===== config.mk =====
export PLATFORM = sky130hd
export DESIGN_NAME = dual_alarm_pwr_ctl
export DESIGN_NICKNAME = d
export VERILOG_FILES = /design/src/rtl/dapc_pkg.sv /design/src/rtl/dapc_tick.sv /design/src/rtl/dapc_match.sv /design/src/rtl/dapc_regs.sv /design/src/rtl/dapc_pwr.sv /design/src/rtl/dual_alarm_pwr_ctl.sv
export SDC_FILE = /design/constraint.sdc
export NUM_CORES = 1
export LEC_CHECK = 0
export ABC_AREA = 1
export BUFFER_PORTS_ARGS = -buffer_cell sky130_fd_sc_hd__buf_2
export CAP_MARGIN = 20
export CORE_UTILIZATION = 36
export DETAILED_ROUTE_END_ITERATION = 7
export HOLD_SLACK_MARGIN = 0.15
export SLEW_MARGIN = 20
export SYNTH_ARGS = -nofsm -noshare
export SYNTH_HDL_FRONTEND = slang
export SYNTH_SLANG_ARGS = --single-unit

===== constraint.sdc =====
create_clock -name clk -period 1.98 [get_ports clk]
set_input_delay 0.198 -clock clk [delete_from_list [all_inputs] [get_ports clk]]
set_output_delay 0.198 -clock clk [all_outputs]
set_load 0.02 [all_outputs]

===== src/rtl/dapc_pkg.sv =====
package dapc_pkg;
   localparam int FLD_W   = 8;
   localparam int NUM_FLD = 6;
   localparam int CAL_W   = FLD_W * NUM_FLD;
   localparam int NUM_ALM = 2;
   // alarm bank index
   localparam int ALM_WAKE = 0;
   localparam int ALM_SHUT = 1;
   // status bit positions
   localparam int STS_SHUT_BIT = 7;
   localparam int STS_WAKE_BIT = 6;
   localparam int STS_BUSY_BIT = 0;
   // interrupt-enable bit positions
   localparam int IEN_SHUT_BIT = 4;
   localparam int IEN_WAKE_BIT = 3;
   localparam int IEN_TMR_BIT  = 2;

   typedef logic [FLD_W-1:0] fld_t;
   typedef enum logic {PWR_ON = 1'b0, PWR_OFF = 1'b1} pwr_st_e;
endpackage


===== src/rtl/dapc_tick.sv =====
module dapc_tick
   import dapc_pkg::*;
#(
   parameter int TIME_W = CAL_W
) (
   input  logic              clk,
   input  logic              rst_n,
   input  logic [TIME_W-1:0] cur_time,
   output logic              upd
);
   logic [TIME_W-1:0] time_q;
   logic              primed_q;

   always_ff @(posedge clk or negedge rst_n) begin
      if (!rst_n) begin
         time_q   <= '0;
         primed_q <= 1'b0;
      end else begin
         time_q   <= cur_time;
         primed_q <= 1'b1;
      end
   end

   assign upd = primed_q && (cur_time != time_q);
endmodule


===== src/rtl/dapc_match.sv =====
module dapc_match
   import dapc_pkg::*;
#(
   parameter int NF = NUM_FLD,
   parameter int FW = FLD_W
) (
   input  logic [NF*FW-1:0] cur_time,
   input  logic [NF*FW-1:0] alarm,
   input  logic             upd,
   output logic             hit
);
   logic [NF-1:0] fld_eq;

   for (genvar f = 0; f < NF; f++) begin : g_fld
      assign fld_eq[f] = (cur_time[f*FW +: FW] == alarm[f*FW +: FW]);
   end

   assign hit = upd && (&fld_eq);
endmodule


===== src/rtl/dapc_regs.sv =====
module dapc_regs
   import dapc_pkg::*;
#(
   parameter int ADDR_W      = 8,
   parameter int DATA_W      = 32,
   parameter int WAKE_BASE   = 'h20,
   parameter int SHUT_BASE   = 'h80,
   parameter int STS_OFS     = 'h44,
   parameter int IEN_OFS     = 'h48,
   parameter int PCTL_OFS    = 'h98,
   parameter int PCTL_EN_BIT = 16
) (
   input  logic                         clk,
   input  logic                         rst_n,
   input  logic                         bus_we,
   input  logic [ADDR_W-1:0]            bus_addr,
   input  logic [DATA_W-1:0]            bus_wdata,
   output logic [DATA_W-1:0]            bus_rdata,
   input  logic                         busy,
   input  logic                         wake_hit,
   input  logic                         shut_hit,
   output logic [NUM_ALM-1:0][CAL_W-1:0] alm_vec,
   output logic                         ctl_en,
   output logic                         irq
);
   localparam int ALM_BASE [NUM_ALM] = '{WAKE_BASE, SHUT_BASE};
   localparam logic [ADDR_W-1:0] A_STS  = ADDR_W'(STS_OFS);
   localparam logic [ADDR_W-1:0] A_IEN  = ADDR_W'(IEN_OFS);
   localparam logic [ADDR_W-1:0] A_PCTL = ADDR_W'(PCTL_OFS);

   logic       sts_shut_q, sts_wake_q;
   logic [2:0] ien_q;     // {shut, wake, timer}
   logic       ctl_q;
   logic       clr_shut, clr_wake;
   logic       unused_wd;

   assign unused_wd = ^bus_wdata;

   // alarm field storage
   for (genvar a = 0; a < NUM_ALM; a++) begin : g_alm
      for (genvar f = 0; f < NUM_FLD; f++) begin : g_fld
         localparam logic [ADDR_W-1:0] FA = ADDR_W'(ALM_BASE[a] + 4*f);
         fld_t q;
         always_ff @(posedge clk or negedge rst_n) begin
            if (!rst_n)                          q <= '0;
            else if (bus_we && bus_addr == FA)   q <= bus_wdata[FLD_W-1:0];
         end
         assign alm_vec[a][f*FLD_W +: FLD_W] = q;
      end
   end

   assign clr_shut = bus_we && (bus_addr == A_STS) && bus_wdata[STS_SHUT_BIT];
   assign clr_wake = bus_we && (bus_addr == A_STS) && bus_wdata[STS_WAKE_BIT];

   always_ff @(posedge clk or negedge rst_n) begin
      if (!rst_n) begin
         sts_shut_q <= 1'b0;
         sts_wake_q <= 1'b0;
         ien_q      <= '0;
         ctl_q      <= 1'b0;
      end else begin
         sts_shut_q <= shut_hit || (sts_shut_q && !clr_shut);
         sts_wake_q <= wake_hit || (sts_wake_q && !clr_wake);
         if (bus_we && bus_addr == A_IEN)
            ien_q <= bus_wdata[IEN_SHUT_BIT:IEN_TMR_BIT];
         if (bus_we && bus_addr == A_PCTL)
            ctl_q <= bus_wdata[PCTL_EN_BIT];
      end
   end

   always_comb begin
      bus_rdata = '0;
      for (int a = 0; a < NUM_ALM; a++) begin
         for (int f = 0; f < NUM_FLD; f++) begin
            if (bus_addr == ADDR_W'(ALM_BASE[a] + 4*f))
               bus_rdata = DATA_W'(alm_vec[a][f*FLD_W +: FLD_W]);
         end
      end
      if (bus_addr == A_STS) begin
         bus_rdata[STS_SHUT_BIT] = sts_shut_q;
         bus_rdata[STS_WAKE_BIT] = sts_wake_q;
         bus_rdata[STS_BUSY_BIT] = busy;
      end
      if (bus_addr == A_IEN)
         bus_rdata[IEN_SHUT_BIT:IEN_TMR_BIT] = ien_q;
      if (bus_addr == A_PCTL)
         bus_rdata[PCTL_EN_BIT] = ctl_q;
   end

   assign ctl_en = ctl_q;
   assign irq    = (sts_shut_q && ien_q[2]) || (sts_wake_q && ien_q[1]);


   shut_sticky_chk: assert property (@(posedge clk) disable iff (!rst_n)
      (sts_shut_q && !clr_shut) |=> sts_shut_q)
      else $error("shutdown flag lost without a clear");


   wake_sticky_chk: assert property (@(posedge clk) disable iff (!rst_n)
      (sts_wake_q && !clr_wake) |=> sts_wake_q)
      else $error("wake flag lost without a clear");
endmodule


===== src/rtl/dapc_pwr.sv =====
module dapc_pwr
   import dapc_pkg::*;
#(
   parameter bit SHUT_WINS = 1'b1
) (
   input  logic clk,
   input  logic rst_n,
   input  logic ctl_en,
   input  logic shut_hit,
   input  logic wake_hit,
   output logic pwr_on
);
   pwr_st_e st_q, st_d;

   if (SHUT_WINS) begin : g_shut_first
      always_comb begin
         st_d = st_q;
         if (ctl_en && shut_hit)      st_d = PWR_OFF;
         else if (ctl_en && wake_hit) st_d = PWR_ON;
      end
   end else begin : g_wake_first
      always_comb begin
         st_d = st_q;
         if (ctl_en && wake_hit)      st_d = PWR_ON;
         else if (ctl_en && shut_hit) st_d = PWR_OFF;
      end
   end

   always_ff @(posedge clk or negedge rst_n) begin
      if (!rst_n) st_q <= PWR_ON;
      else        st_q <= st_d;
   end

   assign pwr_on = (st_q == PWR_ON);


   hold_when_off_chk: assert property (@(posedge clk) disable iff (!rst_n)
      !ctl_en |=> (pwr_on == $past(pwr_on)))
      else $error("pin moved while control disabled");


   shut_drop_chk: assert property (@(posedge clk) disable iff (!rst_n)
      (ctl_en && shut_hit && SHUT_WINS) |=> !pwr_on)
      else $error("shutdown match did not drop power");
endmodule


===== src/rtl/dual_alarm_pwr_ctl.sv =====
module dual_alarm_pwr_ctl
   import dapc_pkg::*;
#(
   parameter int ADDR_W      = 8,
   parameter int DATA_W      = 32,
   parameter int WAKE_BASE   = 'h20,
   parameter int SHUT_BASE   = 'h80,
   parameter int STS_OFS     = 'h44,
   parameter int IEN_OFS     = 'h48,
   parameter int PCTL_OFS    = 'h98,
   parameter int PCTL_EN_BIT = 16,
   parameter bit SHUT_WINS   = 1'b1
) (
   input  logic              clk,
   input  logic              rst_n,
   input  logic [CAL_W-1:0]  cur_time,
   input  logic              time_busy,
   input  logic              bus_we,
   input  logic [ADDR_W-1:0] bus_addr,
   input  logic [DATA_W-1:0] bus_wdata,
   output logic [DATA_W-1:0] bus_rdata,
   output logic              pwr_en,
   output logic              irq
);
   localparam int SPAN = 4 * NUM_FLD;

   initial begin : prm_chk
      assert (PCTL_EN_BIT < DATA_W && DATA_W > STS_SHUT_BIT)
         else $error("data width too narrow for control bits");
      assert ((WAKE_BASE % 4) == 0 && (SHUT_BASE % 4) == 0)
         else $error("alarm bases must be word aligned");
      assert (WAKE_BASE + SPAN <= (1 << ADDR_W) && SHUT_BASE + SPAN <= (1 << ADDR_W))
         else $error("address width too small for alarm banks");
   end

   logic                          upd;
   logic [NUM_ALM-1:0]            hit;
   logic [NUM_ALM-1:0][CAL_W-1:0] alm_vec;
   logic                          ctl_en;

   dapc_tick #(.TIME_W(CAL_W)) u_tick (
      .clk(clk), .rst_n(rst_n), .cur_time(cur_time), .upd(upd)
   );

   for (genvar a = 0; a < NUM_ALM; a++) begin : g_cmp
      dapc_match #(.NF(NUM_FLD), .FW(FLD_W)) u_match (
         .cur_time(cur_time), .alarm(alm_vec[a]), .upd(upd), .hit(hit[a])
      );
   end

   dapc_regs #(
      .ADDR_W(ADDR_W), .DATA_W(DATA_W), .WAKE_BASE(WAKE_BASE),
      .SHUT_BASE(SHUT_BASE), .STS_OFS(STS_OFS), .IEN_OFS(IEN_OFS),
      .PCTL_OFS(PCTL_OFS), .PCTL_EN_BIT(PCTL_EN_BIT)
   ) u_regs (
      .clk(clk), .rst_n(rst_n), .bus_we(bus_we), .bus_addr(bus_addr),
      .bus_wdata(bus_wdata), .bus_rdata(bus_rdata), .busy(time_busy),
      .wake_hit(hit[ALM_WAKE]), .shut_hit(hit[ALM_SHUT]),
      .alm_vec(alm_vec), .ctl_en(ctl_en), .irq(irq)
   );

   dapc_pwr #(.SHUT_WINS(SHUT_WINS)) u_pwr (
      .clk(clk), .rst_n(rst_n), .ctl_en(ctl_en),
      .shut_hit(hit[ALM_SHUT]), .wake_hit(hit[ALM_WAKE]), .pwr_on(pwr_en)
   );


   wake_source_chk: assert property (@(posedge clk) disable iff (!rst_n)
      $rose(pwr_en) |-> ($past(hit[ALM_WAKE]) && $past(ctl_en)))
      else $error("power restored without an enabled wake match");


   no_hit_steady_chk: assert property (@(posedge clk) disable iff (!rst_n)
      $stable(cur_time) |-> (hit == '0))
      else $error("alarm event without a time change");
endmodule


; Word-level counts from Yosys, hierarchy flattened
; Index checks and enable logic that the tools add are counted.
; W data, S select, Z words.
[word_totals]
regBits = 152
elab_cells = 100
[classes]
eq_ne = 28
mux = 18
bitwise_logic = 1
reduce_logical = 34
[op_table]
columns = op, n
row1 = $eq A8 B8 Y1, 12
row2 = $mux W8, 12
row3 = $eq A8 B8 Y1 const B, 7
row4 = $eq A8 B6 Y1 const B, 6
row5 = $ne A48 B48 Y1, 1
row6 = $logic_and A1 B1 Y1, 26
row7 = $eq A8 B7 Y1 const B, 2
row8 = $reduce_and A6 Y1, 2
row9 = $mux W1, 4
row10 = $logic_or A1 B1 Y1, 3
row11 = $mux W3, 1
row12 = $logic_not A1 Y1, 2
row13 = $mux W2, 1
row14 = $reduce_bool A2 Y1, 1
row15 = $not A1 Y1, 1

; Logic depth before layout (Yosys ltp)
; Gate-level depths: netlist of the first run.
[logic_depth]
ltp_word = 14
mapped_depth = 13

; By module
; From an unflattened synthesis of the first run, not the netlist that was laid out.
[unflattened]
cells_unflattened = 1277
hier_area_um2 = 8750.9
[modules_own_cells]
columns = mod, n_inst, cells_per_inst, area_each_um2, seq_area_each_um2
row1 = dapc_regs, 1, 614, 4948.5, 2552.4
row2 = dapc_tick, 1, 253, 2087.0, 1226.2
row3 = dapc_match, 2, 202, 835.8, 0.0
row4 = dapc_pwr, 1, 6, 43.8, 25.0

; Least setup slack after synthesis of the first run
; Ideal clock, no wire load.
[synth_timing]
path_kind = input port to output port
startpoint = input port bus_addr[7]
endpoint = output port bus_rdata[0]
arrival_ns = 1.335
path_slack_ns = 0.447
path_stages = 11
path_buffers = 1
path_cell_list = inv_1 -> nand2_4 -> nor2_2 -> inv_2 -> nor2_4 -> buf_6 -> nand2_1 -> nand2_1 -> nand4_1 -> nor2_1 -> nand4_1
[synth_between]
elab_chain_cells = 14
[synth_rtl]
columns = element, line_no
row1 = "start, declared", dual_alarm_pwr_ctl.sv:19  ; input logic [ADDR_W-1:0] bus_addr,
row2 = $eq A8 B6 Y1, dapc_regs.sv:75  ; if (bus_addr == ADDR_W'(ALM_BASE[a] + 4*f))
row3 = $mux W8 (12 in series), dapc_regs.sv:75
row4 = $mux W1 (*), dapc_regs.sv:79  ; if (bus_addr == A_STS) begin
row5 = "end, declared", dual_alarm_pwr_ctl.sv:21  ; output logic [DATA_W-1:0] bus_rdata,
; Every way passes the cells marked *; elsewhere a longest branch is shown, timed or not.

; Worst setup path after layout of the first run
[layout_timing]
startpoint = register u_regs.g_alm[0].g_fld[1].q[5]
endpoint = output port bus_rdata[5]
[layout_between]
elab_chain_cells = 11
[layout_rtl]
columns = element, line_no
row1 = "start, declared", dapc_regs.sv:43  ; fld_t q;
row2 = "start signal, assigned", dapc_regs.sv:46  ; else if (bus_we && bus_addr == FA) q <= bus_wdata[FLD_W-1:0];
row3 = $mux W8 (11 in series), dapc_regs.sv:75
; Every way passes these cells.

==> impl_metrics.yaml, run 1 <==
timing:
  tightest_slew_ns: 0.750
  relSlewSlack: 0.500
  worst_slack_ns: -0.0347
  fin_skew_ns: 0.00594
  report.final.slew_viol_count: 0
  finalCritPeriodShare: 1.02
  final_hold_viol_count: 0
  rsz0062_at_grt: "true"
  post-route-min-period_ns: 2.01
  clock.fmax_ghz: 0.496
  setup_viol: 4
status:
  violations: "negative setup slack"
  run_status: "finished with violations"
clock_tree:
  clkLatencyLatePin_ns: 0.43
  cts_buffer_depth: 2
  cts.sinks: 152
  cts_buffers: 17
  root_buffer: "clkbuf_16"
  cts.htree.levels: 4
  clkTransAtPathRegs_ns: 0.07
  cts_tree: "built"
synthesis:
  synth_edf_count: 0
  synth-seq-cells: 152
  synth_area_um2: 8200
  muxShareOfSynthArea: 0
  synth_top_family_by_area: "simple AND/OR/NAND/NOR gates"
  post_synth_num_cell_types: 34
  ys_seq_area_frac: 0.464
  synth_top_cell_by_area: "dfrtp_1"
  yosys_warnings: 0
  yosysMostFrequentCell: "nand2_1"
  synth_top_area_frac: 0.464
  ys_async_sr_fraction: 1.00
  synthTopCellsByCount: "nand2_1, dfrtp_1, xnor2_1"
  synth_flop_cell: "dfrtp_1"
  syn_inst: 975
  syn_avg_cell_area_um2: 8.41
  synthAdderAreaFrac: 0
  synth_compound_area_frac: 0.0814
  ys_top_cells_by_area: "dfrtp_1, nand2_1, xnor2_1, o21ai_0, xor2_1"
  synthSimpleGateAreaFrac: 0.258
  synthXorXnorAreaFrac: 0.125
power_and_ir_drop:
  p_leak_uw: 0.00470
  max-vdd-ir-drop_uv: 426
  power.total_uw: 7550
  power.density_nw_per_um2: 731
placement:
  placed_area_um2: 8930
  hpwl_um: 17200
  globalplace.congestion: 0.913
  port_buffers: 79
setup_path:
  worstPathArrival_ns: 1.82
  cp_max_fo: 3
  cp.required_ns: 1.78
  crit_start: "u_regs.g_alm[0].g_fld[1].q[5]$_DFFE_PN0P_"
  slowest_delay_ns: 0.44
  endpoint_kind: "output pin"
  path_cells: "nand3_2 > nand2_2 > nor2_4 > nand3_2 > nand2_1 > nand4_1 > nor2_1 > nand3_1 > buf_6"
  path_buf_inv: 1
  cp-start-kind: "register"
  crit_slowest_cell: "dfrtp_2"
  cpMostUsedCell: "nand3_2"
  path_delay_family: "simple AND/OR/NAND/NOR gates"
  worstReg2RegStart: "u_regs.g_alm[0].g_fld[1].q[6]$_DFFE_PN0P_"
  critical_path_class: "reg -> out"
final_layout:
  fin_area_um2: 10300
  layout.nets: 1234
  area_delta_synth_final_pct: 25.9
  drive_gt1_frac: 0.221
worst_hold_path:
  worstHoldStart: "bus_addr[5]"
  hold_class: "in -> reg"
detailed_routing:
  drt_iter0_drc: 479
  firstDrtPassIters: 5
  post_drt_wl_per_cell_um: 16.7
  drc: 0
  antenna_left: 0
  viasPerCell: 4.89
  wl_um: 24000
  vias: 7019
floorplanning:
  die_w_um: 153
  io_pins: 126
  core_um2: 22100
  die_y_um: 153
  start_util: 0.371
  rows: 54
  dieArea_um2: 23400
global_routing:
  grt_pass1_vias: 6796
  antenna_found_initial: 0
  grt_usage: 0.211
  grt_start_max_net_pins: 66
  grt_pass1_wl_um: 37300
  gr-total-overflow: 0
run:
  maxCapViolations: 0
## worst min-delay path, stage by stage
cell and delay [ns]:
buf_2 0.13, nor2_1 0.08, nand4_1 0.10, a21oi_1 0.08
## layer usage
| metal | GRT usage | wire length (um) |
|---|---|---|
| met3 | 0.0312 | 1080 |
| met1 | 0.274 | 10800 |
| met2 | 0.355 | 11500 |
| met5 | 0 | 0 |
| met4 | 0.0784 | 592 |
## registers in the layout, indices dropped and copies added, names as in the netlist
register / count
u_regs.g_alm.g_fld.q: 96
u_regs.sts_wake_q: 1
u_tick.time_q: 48
u_regs.ctl_en: 1
u_regs.sts_shut_q: 1
u_regs.ien_q: 3
u_pwr.st_q: 1
u_tick.primed_q: 1
## report_power, final
group / leakage, uW / total, uW / internal, uW / switching, uW
clock: 0.000281 / 3230 / 1850 / 1380
combinational: 0.00243 / 938 / 412 / 527
sequential: 0.00199 / 3380 / 3260 / 129
## final cells by class
class,count,area (um^2)
fill,2134,11800
clock inverter,11,111
tap,280,350
multi-input combinational,728,4030
sequential,152,3800
antenna,1,2.50
clock buffer,21,470
timing repair buffer,174,1300
inverter,69,262
## timing repair
item                                    CTS  global route
hold endpoints to repair                107             0
gates cloned                              0             2
hold buffers                             50             0
buffers inserted                         12             7
gates resized for setup                   9            35
pin swaps                                 6            26
endpoints found under the setup margin    8             8
## cells in the final DEF, fill, tap and decap left out, drive strengths merged, types with 4 or more instances in the layout
| cell type | Yosys | final |
|---|---|---|
| a21oi | 11 | 11 |
| buf | 37 | 124 |
| clkbuf | 13 | 21 |
| clkinv | 0 | 4 |
| conb | 2 | 24 |
| dfrtp | 152 | 152 |
| dlygate4sd3 | 0 | 50 |
| inv | 69 | 73 |
| nand2 | 280 | 280 |
| nand3 | 49 | 49 |
| nand4 | 24 | 24 |
| nor2 | 72 | 74 |
| nor3 | 19 | 19 |
| o21ai | 100 | 100 |
| or2 | 17 | 17 |
| xnor2 | 85 | 85 |
| xor2 | 32 | 32 |
## worst paths after layout
check                                                             to  slack (ns)  cells after the start
max                                                     bus_rdata[5]       -0.03                      9
min                                        u_regs.ctl_en$_DFFE_PN0P_        0.19                      4
max reg2reg                                   u_pwr.st_q$_DFFE_PN0P_        0.14                     11
min reg2reg                u_regs.g_alm[1].g_fld[3].q[4]$_DFFE_PN0P_        0.49                      2
max in group asynchronous  u_regs.g_alm[1].g_fld[2].q[2]$_DFFE_PN0P_        0.95                      3
min in group asynchronous                u_tick.time_q[12]$_DFF_PN0_        0.35                      2
## kinds of logic after synthesis
family                    count (synthesis)
AOI/OAI and AO/OA                       122
buffers and inverters                   119
other                                     2
and+or+nand+nor                         463
xor gates and xnor gates                117
DFF                                     152
## metrics by stage
step                      setup WS, ns  hold WS [ns]  TNS [ns]  utilization  cells
after CTS                      -0.0898         0.183    -0.162        0.459   1426
after detailed placement      -0.00139         0.250  -0.00139        0.404   1332
after global placement          0.0264         0.239         0        0.404   1332
after floorplan                  0.447       -0.0976         0            -    997
final                          -0.0347         0.195   -0.0995        0.467   1436
after global routing            -0.125         0.234    -0.628        0.467   1435
Power figures use the tool's default switching activity.
==> inputs of run 2 (changes only) <==
--- a/config.mk
+++ b/config.mk
@@ -6,5 +6,4 @@
 export NUM_CORES = 1
 export LEC_CHECK = 0
-export ABC_AREA = 1
 export BUFFER_PORTS_ARGS = -buffer_cell sky130_fd_sc_hd__buf_2
 export CAP_MARGIN = 20
==> constraint.sdc (replaced) <==
create_clock -name clk -period 1.98 [get_ports clk]
set_input_delay 0 -clock clk [delete_from_list [all_inputs] [get_ports clk]]
set_output_delay 0 -clock clk [all_outputs]
set_load 0.02 [all_outputs]
==> impl_metrics.yaml, run 2 <==
global_routing:
  grt_pass1_vias: 6333
  grt_start_max_net_pins: 55
  grt_pass1_wl_um: 40700
  grt_usage: 0.238
  antenna_found_initial: 1
  gr-total-overflow: 0
placement:
  place_ws_ns: 0.0738
  port_buffers: 79
  globalplace.congestion: 0.926
  dp_cells: 1044
  hpwl_um: 19900
final_layout:
  multi_input_area_um2: 4200
  seq_area_um2: 3800
  utilization: 0.477
  layout_commonest_cell: "dfrtp_1"
  layout.cells.non_filler: 1148
  nFillCells: 2011
  antenna_cells: 0
  layout.nets: 947
  drive_gt1_frac: 0.359
  area_delta_synth_final_pct: 28.5
  layout_common_cells: "dfrtp_1, xnor2_1, mux2_2, buf_2, dlygate4sd3_1"
  largest_register_ffs: 96
  regMostFlops: "u_regs.g_alm.g_fld.q"
  reg.largest.list: "u_regs.g_alm.g_fld.q x96, u_tick.time_q x48, u_regs.ien_q x3"
synthesis:
  syn_inst: 672
  synthTopCellsByCount: "dfrtp_1, xnor2_1, mux2_2"
  muxShareOfSynthArea: 0.173
  ys_async_sr_fraction: 1.00
  synth_area_um2: 8170
  synthXorXnorAreaFrac: 0.154
  synth_top_cell_by_area: "dfrtp_1"
  ys_seq_area_frac: 0.465
  synthSimpleGateAreaFrac: 0.107
  syn_avg_cell_area_um2: 12.2
  yosysMostFrequentCell: "dfrtp_1"
  synth_edf_count: 0
  synth_top_area_frac: 0.465
  synthAdderAreaFrac: 0
  synth_top_family_by_area: "multiplexers"
  yosys_warnings: 0
  synth_flop_cell: "dfrtp_1"
  synth_compound_area_frac: 0.0579
  post_synth_num_cell_types: 63
  ys_top_cells_by_area: "dfrtp_1, mux2_2, xnor2_1, xor2_1, buf_4"
  synth-seq-cells: 152
detailed_routing:
  antenna_left: 0
  vias: 6194
  post_drt_wl_per_cell_um: 23.3
  drc: 11
  wl_um: 26800
  drt_iter0_drc: 571
  firstDrtPassIters: 8
  viasPerCell: 5.40
setup_path:
  path_delay_family: "compound AO/OA/AOI/OAI gates"
  endpoint_kind: "output pin"
  rrSetupSlack_ns: 0.15
  cp_max_fo: 2
  path_cells: "mux4_2 > o2bb2ai_1 > o21ai_1 > a21oi_2 > a221o_1 > buf_6"
  crit_slowest_cell: "mux4_2"
  critical_path_class: "reg -> out"
  slowest_delay_ns: 0.49
  cp-start-kind: "register"
  cp.required_ns: 1.98
  path_buf_inv: 1
  worstPathArrival_ns: 2.08
timing:
  fin_skew_ns: 0.00846
  setup_viol: 3
  rsz0062_at_grt: "true"
  final_hold_viol_count: 0
  report.final.slew_viol_count: 0
  clock.fmax_ghz: 0.481
  tightest_slew_ns: 0.617
  worst_slack_ns: -0.0974
  finalCritPeriodShare: 1.05
  relSlewSlack: 0.588
  post-route-min-period_ns: 2.08
clock_tree:
  cts_buffers: 17
  cts.htree.levels: 4
  cts_tree: "built"
  cts.sinks: 152
  cts_buffer_depth: 2
  root_buffer: "clkbuf_16"
  clkLatencyLatePin_ns: 0.43
  clkTransAtPathRegs_ns: 0.06
power_and_ir_drop:
  p_sw_frac: 0.256
  p_leak_uw: 0.00462
  p_int_uw: 6070
  seq_power_share: 0.416
  p_clk_frac: 0.452
  power.density_nw_per_um2: 777
  comb_power_share: 0.132
  max-vdd-ir-drop_uv: 525
  p_switching_uw: 2090
worst_hold_path:
  hold_class: "in -> reg"
status:
  violations: "design-rule violations, negative setup slack"
  run_status: "finished with violations"
floorplanning:
  start_util: 0.371
  die_y_um: 153
  io_pins: 126
  die_w_um: 153
  core_um2: 22000
  dieArea_um2: 23300
  rows: 54
run:
  maxCapViolations: 0
==> run 2: power by group through the flow <==
stage	Clock, uW	Sequential [uW]	Combinational [uW]
floorplan	0	3400	568
global placement	0	3450	930
detailed placement	0	3450	936
CTS	3710	3390	1050
global route	3850	3410	1160
finish	3690	3390	1070
==> run 2: worst paths after layout <==
kind / startpoint / depth (start not counted) / to
setup / recovery: u_regs.g_alm[0].g_fld[3].q[5]$_DFFE_PN0P_ / 6 / bus_rdata[5]
hold / removal: bus_addr[4] / 5 / u_regs.ctl_en$_DFFE_PN0P_
setup reg to reg: u_tick.time_q[27]$_DFF_PN0_ / 8 / u_pwr.st_q$_DFFE_PN0P_
hold reg to reg: u_regs.ien_q[0]$_DFFE_PN0P_ / 1 / u_regs.ien_q[0]$_DFFE_PN0P_
max in group asynchronous: rst_n / 4 / u_regs.g_alm[0].g_fld[3].q[2]$_DFFE_PN0P_
min in group asynchronous: rst_n / 3 / u_regs.g_alm[1].g_fld[2].q[3]$_DFFE_PN0P_
==> run 2: area by class of cell <==
type	count	area share
Clock buffer	19	0.0431
Clock inverter	13	0.0205
Inverter	4	0.00143
Multi-Input combinational cell	489	0.400
Sequential cell	152	0.362
Tap cell	280	0.0334
Timing Repair Buffer	191	0.139
==> run 2: kinds of logic after synthesis <==
logic type | after synthesis
flip-flops | 152
multiplexers | 117
other | 2
AND/OR/NAND/NOR | 136
buffers and inverters | 53
AO/OA/AOI/OAI | 68
XOR/XNOR | 144
==> run 2: metal layers <==
metal	track usage	vias to the layer above	part of all wire
li1	-	2750	-
met1	0.334	3082	0.44
met2	0.371	313	0.45
met3	0.0415	49	0.083
met4	0.0779	0	0.025
met5	0	-	0
==> run 2: tightest hold or removal path: stages <==
cell	delay (ns)
buf_2	0.17
nand2_4	0.16
nor2_1	0.08
nand2_1	0.06
o21ai_0	0.07
==> run 2: per-stage QoR <==
stage	TNS (ns)	power (uW)	hold slack (ns)	instance area, um^2
after global placement	0	4380	0.0122	9040
final	-0.156	8160	0.174	10500
after CTS	-0.219	8140	0.154	10400
after detailed placement	0	4390	0.0129	9040
after floorplan	0	3970	-0.296	8250
after global routing	-0.390	8410	0.189	10500
==> run 2: repair_timing <==
item / 4_1_cts / 5_1_grt
hold buffers: 60 / 0
endpoints found under the setup margin: 4 / 8
buffers inserted: 5 / 7
gates resized for setup: 8 / 19
endpoints found under the hold margin: 302 / 0
pin swaps: 1 / 12
